File: src/rtl/vlf_pkg.sv
package vlf_pkg;

    localparam int PIX_W = 10;

    localparam logic [7:0] ESC_LEAD  = 8'hFF;
    localparam logic [7:0] ESC_ZERO  = 8'h00;
    localparam logic [7:0] EOL_CODE  = 8'hB0;
    localparam logic [7:0] STAT_SEP  = 8'h5A;
    localparam logic [7:0] FILL_CODE = 8'h07;
    localparam logic [7:0] TYPE_BASE = 8'hA0;

    localparam int HEAD_LEN  = 6;
    localparam int TRAIL_LEN = 5;

    typedef enum logic [2:0] {
        LT_STATUS = 3'd0,
        LT_BLACK  = 3'd1,
        LT_DARK   = 3'd2,
        LT_ACTIVE = 3'd3,
        LT_EOF    = 3'd4,
        LT_BLANK  = 3'd5
    } ltype_e;

    typedef enum logic [2:0] {
        PH_IDLE  = 3'd0,
        PH_HEAD  = 3'd1,
        PH_VIDEO = 3'd2,
        PH_TRAIL = 3'd3,
        PH_PAD   = 3'd4
    } phase_e;

    typedef struct packed {
        logic             valid;
        logic             is_pix;
        logic [PIX_W-1:0] data;
    } word_t;

    function automatic logic [7:0] type_code(input ltype_e t);
        return TYPE_BASE | {5'd0, t};
    endfunction

    function automatic logic [PIX_W-1:0] code_word(input logic [7:0] b, input logic m10);
        return m10 ? {b, 2'b00} : {2'b00, b};
    endfunction

    function automatic logic [PIX_W-1:0] pix_word(input logic [PIX_W-1:0] p, input logic m10);
        logic [7:0] top;
        top = p[PIX_W-1:2];
        if (m10) begin
            if (top == 8'hFF)      return 10'h3FB;
            else if (top == 8'h00) return 10'h004;
            else                   return p;
        end else begin
            if (top == 8'hFF)      return {2'b00, 8'hFE};
            else if (top == 8'h00) return {2'b00, 8'h01};
            else                   return {2'b00, top};
        end
    endfunction

    function automatic logic carries_pixels(input ltype_e t);
        return (t == LT_BLACK) || (t == LT_DARK) || (t == LT_ACTIVE);
    endfunction

endpackage

File: src/rtl/vlf_seq.sv
module vlf_seq
    import vlf_pkg::*;
#(
    parameter int ACT_PIX  = 64,
    parameter int N_BLACK  = 1,
    parameter int N_DARK   = 1,
    parameter int N_ACTIVE = 2,
    parameter int PAD_W    = 8,
    parameter int BLANK_W  = 4,
    parameter int LN_W     = 14,
    localparam int CNT_W   = ($clog2(ACT_PIX) > PAD_W) ? $clog2(ACT_PIX) : PAD_W
) (
    input  logic               clk,
    input  logic               rst,
    input  logic               run,
    input  logic [PAD_W-1:0]   pad_len,
    input  logic [BLANK_W-1:0] blank_len,
    output phase_e             phase,
    output ltype_e             ltype,
    output logic [CNT_W-1:0]   cnt,
    output logic [LN_W-1:0]    line_num,
    output logic [7:0]         frame_cnt,
    output logic               pix_rd
);

    localparam int LAST_BLACK = N_BLACK;
    localparam int LAST_DARK  = N_BLACK + N_DARK;
    localparam int LAST_ACT   = N_BLACK + N_DARK + N_ACTIVE;
    localparam int EOF_LINE   = LAST_ACT + 1;

    logic [PAD_W-1:0]   pad_lat;
    logic [BLANK_W-1:0] blank_lat;
    logic               line_done;
    logic               last_line;
    logic [CNT_W-1:0]   pad_end;

    always_comb begin
        if (line_num == '0)                          ltype = LT_STATUS;
        else if (line_num <= LN_W'(LAST_BLACK))      ltype = LT_BLACK;
        else if (line_num <= LN_W'(LAST_DARK))       ltype = LT_DARK;
        else if (line_num <= LN_W'(LAST_ACT))        ltype = LT_ACTIVE;
        else if (line_num == LN_W'(EOF_LINE))        ltype = LT_EOF;
        else                                         ltype = LT_BLANK;
    end

    assign pad_end   = CNT_W'(pad_lat) - CNT_W'(1);
    assign last_line = (line_num == LN_W'(EOF_LINE) + LN_W'(blank_lat));
    assign line_done = ((phase == PH_TRAIL) && (cnt == CNT_W'(TRAIL_LEN-1)) && (pad_lat == '0))
                    || ((phase == PH_PAD) && (cnt == pad_end));
    assign pix_rd    = (phase == PH_VIDEO) && carries_pixels(ltype);

    always_ff @(posedge clk) begin
        if (rst) begin
            phase     <= PH_IDLE;
            cnt       <= '0;
            line_num  <= '0;
            frame_cnt <= '0;
            pad_lat   <= '0;
            blank_lat <= '0;
        end else begin
            if ((phase == PH_TRAIL) && (cnt == CNT_W'(TRAIL_LEN-1)) && (ltype == LT_STATUS))
                frame_cnt <= frame_cnt + 8'd1;
            if (line_done) begin
                cnt <= '0;
                if (last_line) begin
                    line_num <= '0;
                    if (run) begin
                        phase     <= PH_HEAD;
                        pad_lat   <= pad_len;
                        blank_lat <= blank_len;
                    end else begin
                        phase <= PH_IDLE;
                    end
                end else begin
                    phase    <= PH_HEAD;
                    line_num <= line_num + LN_W'(1);
                end
            end else begin
                unique case (phase)
                    PH_IDLE: begin
                        if (run) begin
                            phase     <= PH_HEAD;
                            cnt       <= '0;
                            line_num  <= '0;
                            pad_lat   <= pad_len;
                            blank_lat <= blank_len;
                        end
                    end
                    PH_HEAD: begin
                        if (cnt == CNT_W'(HEAD_LEN-1)) begin
                            phase <= PH_VIDEO;
                            cnt   <= '0;
                        end else cnt <= cnt + CNT_W'(1);
                    end
                    PH_VIDEO: begin
                        if (cnt == CNT_W'(ACT_PIX-1)) begin
                            phase <= PH_TRAIL;
                            cnt   <= '0;
                        end else cnt <= cnt + CNT_W'(1);
                    end
                    PH_TRAIL: begin
                        if (cnt == CNT_W'(TRAIL_LEN-1)) begin
                            phase <= PH_PAD;
                            cnt   <= '0;
                        end else cnt <= cnt + CNT_W'(1);
                    end
                    PH_PAD:  cnt <= cnt + CNT_W'(1);
                    default: phase <= PH_IDLE;
                endcase
            end
        end
    end

    AST_FCNT_STEP: assert property (@(posedge clk) disable iff (rst)
        (frame_cnt != $past(frame_cnt)) |-> (frame_cnt == $past(frame_cnt) + 8'd1));

    AST_VIDEO_SPAN: assert property (@(posedge clk) disable iff (rst)
        ((phase == PH_TRAIL) && (cnt == '0)) |->
        (($past(phase) == PH_VIDEO) && ($past(cnt) == CNT_W'(ACT_PIX-1))));

    AST_PAD_BOUND: assert property (@(posedge clk) disable iff (rst)
        (phase == PH_PAD) |-> (cnt < CNT_W'(pad_lat)));

endmodule

File: src/rtl/vlf_stat.sv
module vlf_stat
    import vlf_pkg::*;
#(
    parameter int N_REGS  = 16,
    parameter int CNT_W   = 8,
    localparam int IDX_W  = $clog2(N_REGS),
    localparam int STAT_END = 2 + 2 * N_REGS
) (
    input  logic [8*N_REGS-1:0] reg_img,
    input  logic [N_REGS-1:0]   reg_used,
    input  logic [CNT_W-1:0]    slot,
    output logic [7:0]          stat_byte
);

    logic [7:0]       eff [N_REGS];
    logic [CNT_W-1:0] rel;
    logic [IDX_W-1:0] idx;

    for (genvar i = 0; i < N_REGS; i++) begin : g_eff
        assign eff[i] = reg_used[i] ? reg_img[8*i +: 8] : reg_img[7:0];
    end

    assign rel = slot - CNT_W'(2);
    assign idx = rel[IDX_W:1];

    always_comb begin
        if (slot < CNT_W'(2) || slot >= CNT_W'(STAT_END))
            stat_byte = FILL_CODE;
        else if (rel[0])
            stat_byte = STAT_SEP;
        else
            stat_byte = eff[idx];
    end

endmodule

File: src/rtl/vlf_avg.sv
module vlf_avg
    import vlf_pkg::*;
#(
    parameter int ACT_PIX = 64,
    localparam int LOG2   = $clog2(ACT_PIX),
    localparam int SUM_W  = PIX_W + LOG2
) (
    input  logic             clk,
    input  logic             rst,
    input  logic             clr,
    input  logic             add,
    input  logic [PIX_W-1:0] pix,
    output logic [7:0]       avg_byte
);

    logic [SUM_W-1:0] sum;

    always_ff @(posedge clk) begin
        if (rst || clr) sum <= '0;
        else if (add)   sum <= sum + SUM_W'(pix);
    end

    assign avg_byte = sum[SUM_W-1 -: 8];

endmodule

File: src/rtl/line_packet_fmt.sv
module line_packet_fmt
    import vlf_pkg::*;
#(
    parameter int ACT_PIX  = 64,
    parameter int N_BLACK  = 1,
    parameter int N_DARK   = 1,
    parameter int N_ACTIVE = 2,
    parameter int N_REGS   = 16,
    parameter int PAD_W    = 8,
    parameter int BLANK_W  = 4,
    localparam int LN_W    = 14,
    localparam int CNT_W   = ($clog2(ACT_PIX) > PAD_W) ? $clog2(ACT_PIX) : PAD_W
) (
    input  logic                clk,
    input  logic                rst,
    input  logic                run,
    input  logic                mode10,
    input  logic [PAD_W-1:0]    pad_len,
    input  logic [BLANK_W-1:0]  blank_len,
    input  logic [8*N_REGS-1:0] reg_img,
    input  logic [N_REGS-1:0]   reg_used,
    output logic                pix_rd,
    input  logic [9:0]          pix_in,
    output logic                out_valid,
    output logic [9:0]          out_data
);

    // The status payload must fit in the video portion: ACT_PIX >= 2 + 2*N_REGS.

    phase_e           phase;
    ltype_e           ltype;
    logic [CNT_W-1:0] cnt;
    logic [LN_W-1:0]  line_num;
    logic [7:0]       frame_cnt;
    logic [7:0]       stat_byte;
    logic [7:0]       avg_byte;
    word_t            nxt, cur;

    vlf_seq #(
        .ACT_PIX(ACT_PIX), .N_BLACK(N_BLACK), .N_DARK(N_DARK), .N_ACTIVE(N_ACTIVE),
        .PAD_W(PAD_W), .BLANK_W(BLANK_W), .LN_W(LN_W)
    ) seq_i (
        .clk(clk), .rst(rst), .run(run), .pad_len(pad_len), .blank_len(blank_len),
        .phase(phase), .ltype(ltype), .cnt(cnt), .line_num(line_num),
        .frame_cnt(frame_cnt), .pix_rd(pix_rd)
    );

    vlf_stat #(.N_REGS(N_REGS), .CNT_W(CNT_W)) stat_i (
        .reg_img(reg_img), .reg_used(reg_used), .slot(cnt), .stat_byte(stat_byte)
    );

    vlf_avg #(.ACT_PIX(ACT_PIX)) avg_i (
        .clk(clk), .rst(rst),
        .clr((phase == PH_HEAD) && (cnt == '0)),
        .add(pix_rd), .pix(pix_in), .avg_byte(avg_byte)
    );

    always_comb begin
        logic [7:0] b;
        b          = ESC_ZERO;
        nxt.valid  = 1'b0;
        nxt.is_pix = 1'b0;
        nxt.data   = '0;
        unique case (phase)
            PH_HEAD: begin
                nxt.valid = 1'b1;
                unique case (cnt)
                    CNT_W'(0): b = ESC_LEAD;
                    CNT_W'(3): b = type_code(ltype);
                    CNT_W'(4): b = {1'b0, line_num[13:7]};
                    CNT_W'(5): b = {1'b0, line_num[6:0]};
                    default:   b = ESC_ZERO;
                endcase
                nxt.data = code_word(b, mode10);
            end
            PH_VIDEO: begin
                nxt.valid = 1'b1;
                if (carries_pixels(ltype)) begin
                    nxt.is_pix = 1'b1;
                    nxt.data   = pix_word(pix_in, mode10);
                end else begin
                    b        = (ltype == LT_STATUS) ? stat_byte : FILL_CODE;
                    nxt.data = code_word(b, mode10);
                end
            end
            PH_TRAIL: begin
                nxt.valid = 1'b1;
                unique case (cnt)
                    CNT_W'(0): b = ESC_LEAD;
                    CNT_W'(3): b = EOL_CODE;
                    CNT_W'(4): begin
                        if (ltype == LT_STATUS)          b = frame_cnt;
                        else if (carries_pixels(ltype))  b = avg_byte;
                        else                             b = ESC_ZERO;
                    end
                    default:   b = ESC_ZERO;
                endcase
                nxt.data = code_word(b, mode10);
            end
            default: ;
        endcase
    end

    always_ff @(posedge clk) begin
        if (rst) cur <= '0;
        else     cur <= nxt;
    end

    assign out_valid = cur.valid;
    assign out_data  = cur.data;

    AST_PIX_NO_ESC: assert property (@(posedge clk) disable iff (rst)
        (cur.is_pix && mode10) |-> (out_data[9:2] != 8'hFF) && (out_data[9:2] != 8'h00));

    AST_PIX8_NO_ESC: assert property (@(posedge clk) disable iff (rst)
        (cur.is_pix && !mode10) |->
        (out_data[9:8] == 2'b00) && (out_data[7:0] != 8'hFF) && (out_data[7:0] != 8'h00));

    AST_CODE_LSB_ZERO: assert property (@(posedge clk) disable iff (rst)
        (out_valid && !cur.is_pix && mode10) |-> (out_data[1:0] == 2'b00));

    AST_IDLE_QUIET: assert property (@(posedge clk) disable iff (rst)
        ($past(phase) == PH_IDLE) |-> !out_valid);

endmodule

File: config.mk
export PLATFORM = sky130hd
export DESIGN_NAME = line_packet_fmt
export DESIGN_NICKNAME = d
export VERILOG_FILES = /design/src/rtl/vlf_pkg.sv /design/src/rtl/vlf_seq.sv /design/src/rtl/vlf_stat.sv /design/src/rtl/vlf_avg.sv /design/src/rtl/line_packet_fmt.sv
export SDC_FILE = /design/constraint.sdc
export NUM_CORES = 1
export LEC_CHECK = 0
export CORE_UTILIZATION = 52
export CTS_BUF_LIST = sky130_fd_sc_hd__clkbuf_8
export CTS_CLUSTER_DIAMETER = 80
export DETAILED_ROUTE_END_ITERATION = 10
export GPL_ROUTABILITY_DRIVEN = 0
export PLACE_DENSITY_LB_ADDON = 0.12
export SYNTH_ARGS = -nofsm -noshare
export SYNTH_HDL_FRONTEND = slang
export SYNTH_SLANG_ARGS = --single-unit
export TNS_END_PERCENT = 1
File: constraint.sdc
create_clock -name clk -period 3.65 [get_ports clk]
set_input_delay 0.73 -clock clk [delete_from_list [all_inputs] [get_ports clk]]
set_output_delay 0.73 -clock clk [all_outputs]
set_load 0.02 [all_outputs]
# Yosys cells after proc, flatten, opt, wreduce, memory -nomap -nowiden
# Cells that the tools add are included.
dict set report totals {
  reg_bits 72
  input_bits 170
  output_inout_bits 12
}
dict set report op_classes {
  addsub 7
  n_lt_le_gt_ge 6
  n_eq_ne 22
  muxes 66
  bitwise 1
  n_reduce_logical 26
}
# cell count
set ops {}
lappend ops {{$mux W8} 32}
lappend ops {{$mux W10} 7}
lappend ops {{$mux W14} 4}
lappend ops {{$pmux W8 S5} 1}
lappend ops {{$bmux W8 S4} 1}
lappend ops {{$pmux W8 S4} 1}
lappend ops {{$pmux W10 S3} 1}
lappend ops {{$mux W3} 9}
lappend ops {{$logic_not A8 Y1} 3}
lappend ops {{$pmux W8 S3} 1}
lappend ops {{$add A16 B10 Y16} 1}
lappend ops {{$add A8 B1 Y8 const B} 2}
lappend ops {{$eq A8 B3 Y1 const B} 2}
lappend ops {{$mux W4} 4}
lappend ops {{$pmux W3 S5} 1}
lappend ops {{$add A14 B1 Y14 const B} 1}
lappend ops {{$eq A14 B14 Y1} 1}
lappend ops {{$eq A14 B3 Y1 const B} 1}
lappend ops {{$le A14 B1 Y1 const B} 1}
lappend ops {{$le A14 B2 Y1 const B} 1}
lappend ops {{$le A14 B3 Y1 const B} 1}
lappend ops {{$logic_not A14 Y1} 1}
lappend ops {{$eq A3 B2 Y1 const B} 4}
lappend ops {{$ne A3 B2 Y1 const B} 3}
lappend ops {{other kinds (26)} 44}

# Depth between registers and ports, before layout
# Gate-level depths: netlist of run 1.
dict set report depth {
  depth_word 14
  mapped_depth 12
  depth_no_buf 10
}

# Modules after synthesis
# Synthesis of run 1 repeated with hierarchy kept, for this count alone.
dict set report hier_totals {
  cells_unflattened 954
  area_unflattened_um2 7792.5
}
# mod instances cells_each area_per_inst_um2
set by_module_without_submodules {}
lappend by_module_without_submodules {vlf_seq 1 331 2781.4}
lappend by_module_without_submodules {vlf_stat 1 304 2483.6}
lappend by_module_without_submodules {line_packet_fmt 1 190 1407.6}
lappend by_module_without_submodules {vlf_avg 1 129 1119.8}

# Least setup slack after synthesis of run 1
# Ideal clock, no wire load.
dict set report synth_path {
  kind {reg2reg}
  startpoint {reg seq_i.cnt[1]}
  endpoint {reg cur, in the netlist out_data[2]}
  setup_time_ns 0.075
  t_arrival_ns 3.015
  required_time_ns 3.575
  setup_slack_ns 0.560
  path_stages_with_launch 12
  period_less_slack_ns 3.090
  path_cell_list {dfxtp_1 > buf_2 > inv_1 > ha_1 > clkbuf_1 > clkinv_1 > mux4_2 > or2_2 > o211a_1 > o31a_1 > mux2_2 > o22ai_1}
}
dict set report synth_via {
  elab_chain_cells 11
  word_cells_on_any_way 22
  classes_between {add/sub: 1; order compare: 2; eq/ne: 3; mux: 13; bitwise: 1; reduce/logical: 2}
}
# item line
set synth_rtl {}
lappend synth_rtl {{start: declaration} vlf_seq.sv:20} ;# output logic [CNT_W-1:0] cnt,
lappend synth_rtl {{start signal: assignment} vlf_seq.sv:93} ;# end else cnt <= cnt + CNT_W'(1);
lappend synth_rtl {{start signal: assignment} vlf_seq.sv:99} ;# end else cnt <= cnt + CNT_W'(1);
lappend synth_rtl {{start signal: assignment} vlf_seq.sv:105} ;# end else cnt <= cnt + CNT_W'(1);
lappend synth_rtl {{$sub A5 B2 Y5} vlf_stat.sv:23} ;# assign rel = slot - CNT_W'(2);
lappend synth_rtl {{$not A4 Y5 (not written as such)} vlf_stat.sv:32} ;# stat_byte = eff[idx];
lappend synth_rtl {{$bmux W8 S4} vlf_stat.sv:32}
lappend synth_rtl {{$mux W8 (not written as such) (2 in a row)} vlf_stat.sv:32}
lappend synth_rtl {{$mux W8} vlf_stat.sv:29} ;# else if (rel[0])
lappend synth_rtl {{$mux W8} vlf_stat.sv:27} ;# if (slot < CNT_W'(2) || slot >= CNT_W'(STAT_END))
lappend synth_rtl {{$mux W8} line_packet_fmt.sv:82} ;# b = (ltype == LT_STATUS) ? stat_byte : FILL_CODE;
lappend synth_rtl {{$mux W10} vlf_pkg.sv:43} ;# return m10 ? {b, 2'b00} : {2'b00, b};
lappend synth_rtl {{$mux W10} line_packet_fmt.sv:78} ;# if (carries_pixels(ltype)) begin
lappend synth_rtl {{$pmux W10 S3 *} line_packet_fmt.sv:64} ;# unique case (phase)
lappend synth_rtl {{end signal: assignment} line_packet_fmt.sv:106} ;# else cur <= nxt;
lappend synth_rtl {{end: declaration} line_packet_fmt.sv:37} ;# word_t nxt, cur;
# Mark *: on every way between the ends. The rest lies on a longest branch, timed or not. The select of a mux whose other input is x is not followed.
# A chain may end at the register's enable or synchronous reset.

# Worst setup path in the final report of run 1
dict set report layout_path {
  startpoint {reg seq_i.line_num[1]}
  endpoint {out pix_rd}
}
dict set report layout_via {
  elab_chain_cells 10
  word_cells_on_any_way 16
  classes_between {order compare: 3; eq/ne: 4; mux: 5; reduce/logical: 4}
}
# item line
set layout_rtl {}
lappend layout_rtl {{start: declaration} vlf_seq.sv:21} ;# output logic [LN_W-1:0] line_num,
lappend layout_rtl {{start signal: assignment} vlf_seq.sv:76} ;# line_num <= line_num + LN_W'(1);
lappend layout_rtl {{branches (longest 5 deep; another with $le A14 B3 Y1)} --}
lappend layout_rtl {{$mux W3 *} vlf_seq.sv:38} ;# if (line_num == '0) ltype = LT_STATUS;
lappend layout_rtl {{$eq A3 B1 Y1 or $eq A3 B2 Y1 (tied branches)} vlf_pkg.sv:61} ;# return (t == LT_BLACK) || (t == LT_DARK) || (t == LT_ACTIVE);
lappend layout_rtl {{$logic_or A1 B1 Y1} vlf_pkg.sv:61}
lappend layout_rtl {{$logic_or A1 B1 Y1 *} vlf_pkg.sv:61}
lappend layout_rtl {{$logic_and A1 B1 Y1 *} vlf_seq.sv:50} ;# assign pix_rd = (phase == PH_VIDEO) && carries_pixels(ltype);
lappend layout_rtl {{end: declaration} line_packet_fmt.sv:22} ;# output logic pix_rd,
# Mark *: on every way between the ends.

==> results_dict.tcl, run 1 <==
set metrics [dict create \
    outcome "complete, no violations" \
    post_cts_buffers 0 \
    synth_area_sq_um 7120 \
    p_sw_uw 647 \
    critPathSlowestCell "clkdlybuf4s50_1" \
    synth_common_cells "mux2i_1 (129), nor2_1 (80), dfxtp_1 (72)" \
    worstRegToRegCells 9 \
    wirelength_microns 21800 \
    clock-skew-final_ps 14.8 \
    crit_chain "inv_1 -> ha_1 -> xnor2_1 -> and4_1 -> nand2_1 -> inv_2 -> clkdlybuf4s50_1" \
    core_sq_um 13300 \
    clock_latency_ps 380 \
    final-seq-area_sq_um 1440 \
    synth_nets 1055 \
    multi_input_area_sq_um 5310 \
    die_x_microns 119 \
    start_util_pct 53.6 \
    end_kind "primary output" \
    hold_buffers 0 \
    final-setup-viol-count 0 \
    clkTransAtPathRegs_ps 80 \
    grt_pass1_wl_microns 34700 \
    tightestPinTransition_ps 1120 \
    r2r_start "seq_i.cnt[2]" \
    max_stage_delay_ps 630 \
    dr_total_vias 7294 \
    grt_max_degree 41 \
    reg2reg_slack_ps 580 \
    row_count 42 \
    syn-instance-count 862 \
    hold_viol_final 0 \
    synth-edff-count 0 \
    min_period_ps 3460 \
    tns_ps 0 \
    cts_tree "built" \
    grtUsageTotal_pct 30.8 \
    timing.final.crit_share_pct 94.8 \
    arrival_ps 2730 \
    post-synth-top-count-cell "mux2i_1" \
    p_leak_uw 0.00373 \
    synth_seq_cells 72 \
    cts-resized-gates 0 \
    hp-class "reg2reg" \
    ys_top_cells_by_area "dfxtp_1 (20%), mux2i_1 (18%), mux4_2 (7.3%), nor2_1 (4.2%), ha_1 (3.9%)" \
    final_nets 1214 \
    fmax_mhz 289 \
    synth_top_area_share_pct 20.2 \
    crit_family "buffers and inverters" \
    crit_fanout 9 \
    drt_iter0_drc 499 \
    root_buffer "clkbuf_8" \
    gr-total-overflow 0 \
    ys_warn_count 0 \
    combPwrFrac_pct 31.7 \
    cp.required_ps 2920 \
    antenna_cells 0 \
    p_per_area_nw_per_um2 229 \
    port_buffers 180 \
    drtPass1Iterations 5 \
    min_path_cells 2 \
    grt_pass1_vias 6889 \
    area.growth.synth_to_final_pct 30.9 \
    htreeDepth 3 \
    synth_top_flop_cell "dfxtp_1" \
    worstHoldStart "avg_i.sum[4]" \
    n_fill_cell 1116 \
    ios 182 \
    dp_hpwl_microns 17300 \
    clkPwrFrac_pct 30.5 \
    via_per_inst 6.07 \
    power_switching_share_pct 30.3 \
    ir_drop_mv 0.135 \
    relSlewSlack_pct 24.9 \
    yosysSeqAreaShare_pct 20.2 \
    die_h_microns 119 \
    ys_async_sr_fraction_pct 0 \
    cp-start-kind "flop" \
    path_class "reg2out" \
    yosysTopAreaCell "dfxtp_1" \
    antenna_found_initial 0 \
    dp.cells 1186 \
    final_cell_count_no_fill 1202 \
    remaining_drc_errors 0 \
    maxCapViolations 0 \
    hold_path_end "avg_i.sum[4]" \
    drive_gt1_share_pct 9.55 \
    seq_power_share_pct 37.7 \
    avgRoutedWirePerCell_microns 18.1 \
    p_int_uw 1490 \
    ant_nets 0 \
    die-area_sq_um 14200 \
    clk_path_buf_depth 2 \
    cts.sinks 72 \
    rr_endpoint "out_data[2]" \
    slew_violations 0 \
    yosysUniqueCellTypes 73 \
    avgSynthCellArea_sq_um 8.26 \
    crit_buf_inv 3 \
    numCtsBuffers 9 \
    rsz0062_at_grt "false" \
]
[state kept, by name (all words and copies together) (netlist names)]
register         count
seq_i.pad_lat        8
out_valid            1
seq_i.frame_cnt      8
avg_i.sum           16
out_data            10
seq_i.phase          3
seq_i.line_num      14
seq_i.cnt            8
seq_i.blank_lat      4
[cells in the final DEF (no fill, tap or decap), drive strengths merged, types with 8 or more instances in the layout]
cell,n
nor3,16
nor4,9
ha,22
and3,16
o2111ai,9
a211oi,19
inv,24
nand4,12
buf,35
nand2,64
mux4,23
a21oi,47
clkbuf,9
clkdlybuf4s50,180
or3,16
xnor2,24
a221oi,8
o21ai,40
mux2i,129
xor2,28
nor2,80
nor2b,13
dfxtp,72
nand2b,12
nand3,17
[per-stage QoR]
stage / hold WS (ps) / setup slack, ps / util [%] / total power, uW / cell area (sq um)
final: 460 / 189 / 70.1 / 2140 / 9320
after global routing: 481 / 49.7 / 70.1 / 2230 / 9320
after CTS: 458 / 216 / 70.1 / 2140 / 9320
after detailed placement: 450 / 300 / 68.7 / 1500 / 9130
after global placement: 446 / 298 / 68.7 / 1490 / 9130
after floorplan: 436 / 560 / - / 1190 / 7120
[how the worst max path moves through the flow]
stage / start / end / slack [ps] / depth (start not counted)
after floorplan: seq_i.cnt[1] / out_data[2] / 560 / 11
after global placement: pix_in[0] / avg_i.sum[10] / 300 / 11
after detailed placement: pix_in[0] / avg_i.sum[10] / 300 / 11
after CTS: seq_i.line_num[1] / pix_rd / 220 / 7
after global routing: seq_i.line_num[1] / pix_rd / 50 / 7
final: seq_i.line_num[1] / pix_rd / 190 / 7
[power by group through the flow]
stage                     registers (uW)  logic (uW)  clock network [uW]
after floorplan                      823         364                   0
after global placement               824         663                   0
after detailed placement             824         671                   0
after CTS                            806         674                 662
after global routing                 807         726                 693
final                                806         678                 652
[logic make-up after synthesis]
family	synth area share, %
simple gates	19.9
fa+ha+maj	4.15
mux	26.2
xor+xnor	6.39
compound gates	17.8
flops	20.2
buf+inv	5.34
[layout make-up]
class	count	area share, %
clock buffers	9	1.33
clock inverters	7	0.751
flip-flops and latches	72	15.5
well taps	176	2.36
multi-input cells	698	56.9
repair buffers	215	22.1
inverters	25	1.01
[worst reg2reg max path, cell delays in order, from the launching register on]
cell and delay (ps):
dfxtp_1 330, inv_1 210, ha_1 320, xnor2_1 880, o31a_1 250, o21ai_0 70, o211a_1 240, o31a_1 290
mux2_2 260, o22ai_1 140
[routing by layer]
metal | vias up | wire, microns | GRT usage (%)
li1 | 3517 | - | -
met1 | 3423 | 9290 | 39.1
met2 | 298 | 10300 | 51.4
met3 | 56 | 1400 | 5.65
met4 | 0 | 761 | 12.6
met5 | - | 0 | 0
Power figures use the tool's default switching activity.
==> run 2: changes to the inputs <==
SLEW_MARGIN = 15   (was default)
==> results of run 2 <==
Final layout, timing and power as in run 1 (identical DEF).
==> run 3: changes to the inputs <==
CELL_PAD_IN_SITES_DETAIL_PLACEMENT = 0   (was default)
CELL_PAD_IN_SITES_GLOBAL_PLACEMENT = 1   (was default)
CORE_UTILIZATION = 38   (was 52)
==> results_dict.tcl, run 3 (synthesis results as in run 1) <==
set metrics [dict create \
    min_path_cells 2 \
    max_stage_delay_ps 590 \
    cp.required_ps 2920 \
    port_buffers 180 \
    cp-start-kind "flop" \
    ios 182 \
    clkTransAtPathRegs_ps 90 \
    htreeDepth 3 \
    grt_max_degree 36 \
    ant_nets 0 \
    die_h_microns 139 \
    reg2reg_slack_ps 630 \
    worstHoldStart "avg_i.sum[4]" \
    row_count 49 \
    crit_family "buffers and inverters" \
    path_class "reg2out" \
    crit_buf_inv 3 \
    post_cts_buffers 0 \
    drt_iter0_drc 405 \
    rsz0062_at_grt "false" \
    clock_latency_ps 380 \
    hold_viol_final 0 \
    tightestPinTransition_ps 684 \
    final_cell_count_no_fill 1261 \
    final_common_cell "clkdlybuf4s50_1" \
    hold_buffers 0 \
    cts_tree "built" \
    final_nets 1221 \
    cp.depth 7 \
    largest_register_ffs 16 \
    hold_path_end "avg_i.sum[4]" \
    die_x_microns 139 \
    area.growth.synth_to_final_pct 33.0 \
    ir_drop_mv 0.167 \
    grt_pass1_wl_microns 38200 \
    maxCapViolations 0 \
    crit_fanout 9 \
    tns_ps 0 \
    antenna_cells 0 \
    dr_total_vias 7118 \
    timing.final.crit_share_pct 94.8 \
    dp_hpwl_microns 19000 \
    min_period_ps 3460 \
    avgRoutedWirePerCell_microns 18.8 \
    remaining_drc_errors 0 \
    critPathSlowestCell "clkdlybuf4s50_1" \
    p_leak_uw 0.00378 \
    rr_endpoint "out_data[3]" \
    arrival_ps 2730 \
    dp.cells 1246 \
    drtPass1Iterations 9 \
    grt_pass1_vias 6991 \
    start_util_pct 39.3 \
    cts-resized-gates 0 \
    worstRegToRegCells 10 \
    clk_path_buf_depth 2 \
    crit_chain "inv_1 -> ha_1 -> xnor2_1 -> and4_1 -> nand2_1 -> inv_2 -> clkdlybuf4s50_1" \
    largest_register "avg_i.sum" \
    end_kind "primary output" \
    wirelength_microns 23700 \
    drive_gt1_share_pct 10.1 \
    root_buffer "clkbuf_8" \
    final-setup-viol-count 0 \
    cts.sinks 72 \
    relSlewSlack_pct 54.3 \
    fmax_mhz 289 \
    die-area_sq_um 19300 \
    core_sq_um 18100 \
    r2r_start "seq_i.line_num[0]" \
    numCtsBuffers 9 \
    outcome "complete, no violations" \
    grtUsageTotal_pct 24.9 \
    layout_common_cells "clkdlybuf4s50_1 (180), mux2i_1 (129), nor2_1 (80)" \
    p_per_area_nw_per_um2 236 \
    via_per_inst 5.64 \
    slew_violations 0 \
    gr-total-overflow 0 \
    hp-class "reg2reg" \
    antenna_found_initial 0 \
    clock-skew-final_ps 18.1 \
]
## run 3: stage by stage
stage | hold WS, ps | power [uW] | setup slack (ps) | cell area, sq um | util [%]
after detailed placement | 456 | 1510 | 149 | 9250 | 51.0
after CTS | 469 | 2270 | 167 | 9480 | 52.2
after global placement | 447 | 1510 | 203 | 9250 | 51.0
after floorplan | 436 | 1190 | 560 | 7120 | -
after global routing | 492 | 2350 | 28.9 | 9480 | 52.2
final | 464 | 2240 | 190 | 9480 | 52.2
## run 3: metal layers
layer,vias up,wire length [microns],track usage [%]
met5,-,0,0
met4,0,468,6.96
met3,29,1250,4.59
met2,213,11100,41.7
met1,3354,10900,32.7
li1,3522,-,-
## run 3: final cells by class
class | count | area (sq um)
clock buffers | 11 | 151
fillers | 1758 | 8670
inverters | 25 | 93.8
multi-input cells | 698 | 5310
repair buffers | 222 | 2120
clock inverters | 4 | 76.3
flip-flops and latches | 72 | 1440
well taps | 229 | 287
## run 3: worst reg2reg max path, delay by kind of cell, from the launching register on
| kind | cells | cell delay [ps] |
|---|---|---|
| adders and majority gates | 1 | 290 |
| and+or+nand+nor | 3 | 860 |
| xor gates and xnor gates | 1 | 270 |
| AOI/OAI and AO/OA | 3 | 640 |
| DFF | 1 | 550 |
| buffers and inverters | 2 | 340 |
## run 3: worst max path at each step
stage,from,slack [ps],end
floorplan,seq_i.cnt[1],560,out_data[2]
global placement,pix_in[0],200,avg_i.sum[10]
detailed placement,pix_in[0],150,avg_i.sum[10]
CTS,seq_i.line_num[0],170,pix_rd
global route,seq_i.line_num[0],30,pix_rd
finish,seq_i.line_num[0],190,pix_rd
## run 3: where the power goes
part	total (uW)	internal [uW]	leakage, uW	switching, uW
Combinational	691	382	0.00309	309
Sequential	802	794	0.000582	7.85
Clock	747	421	0.000112	326
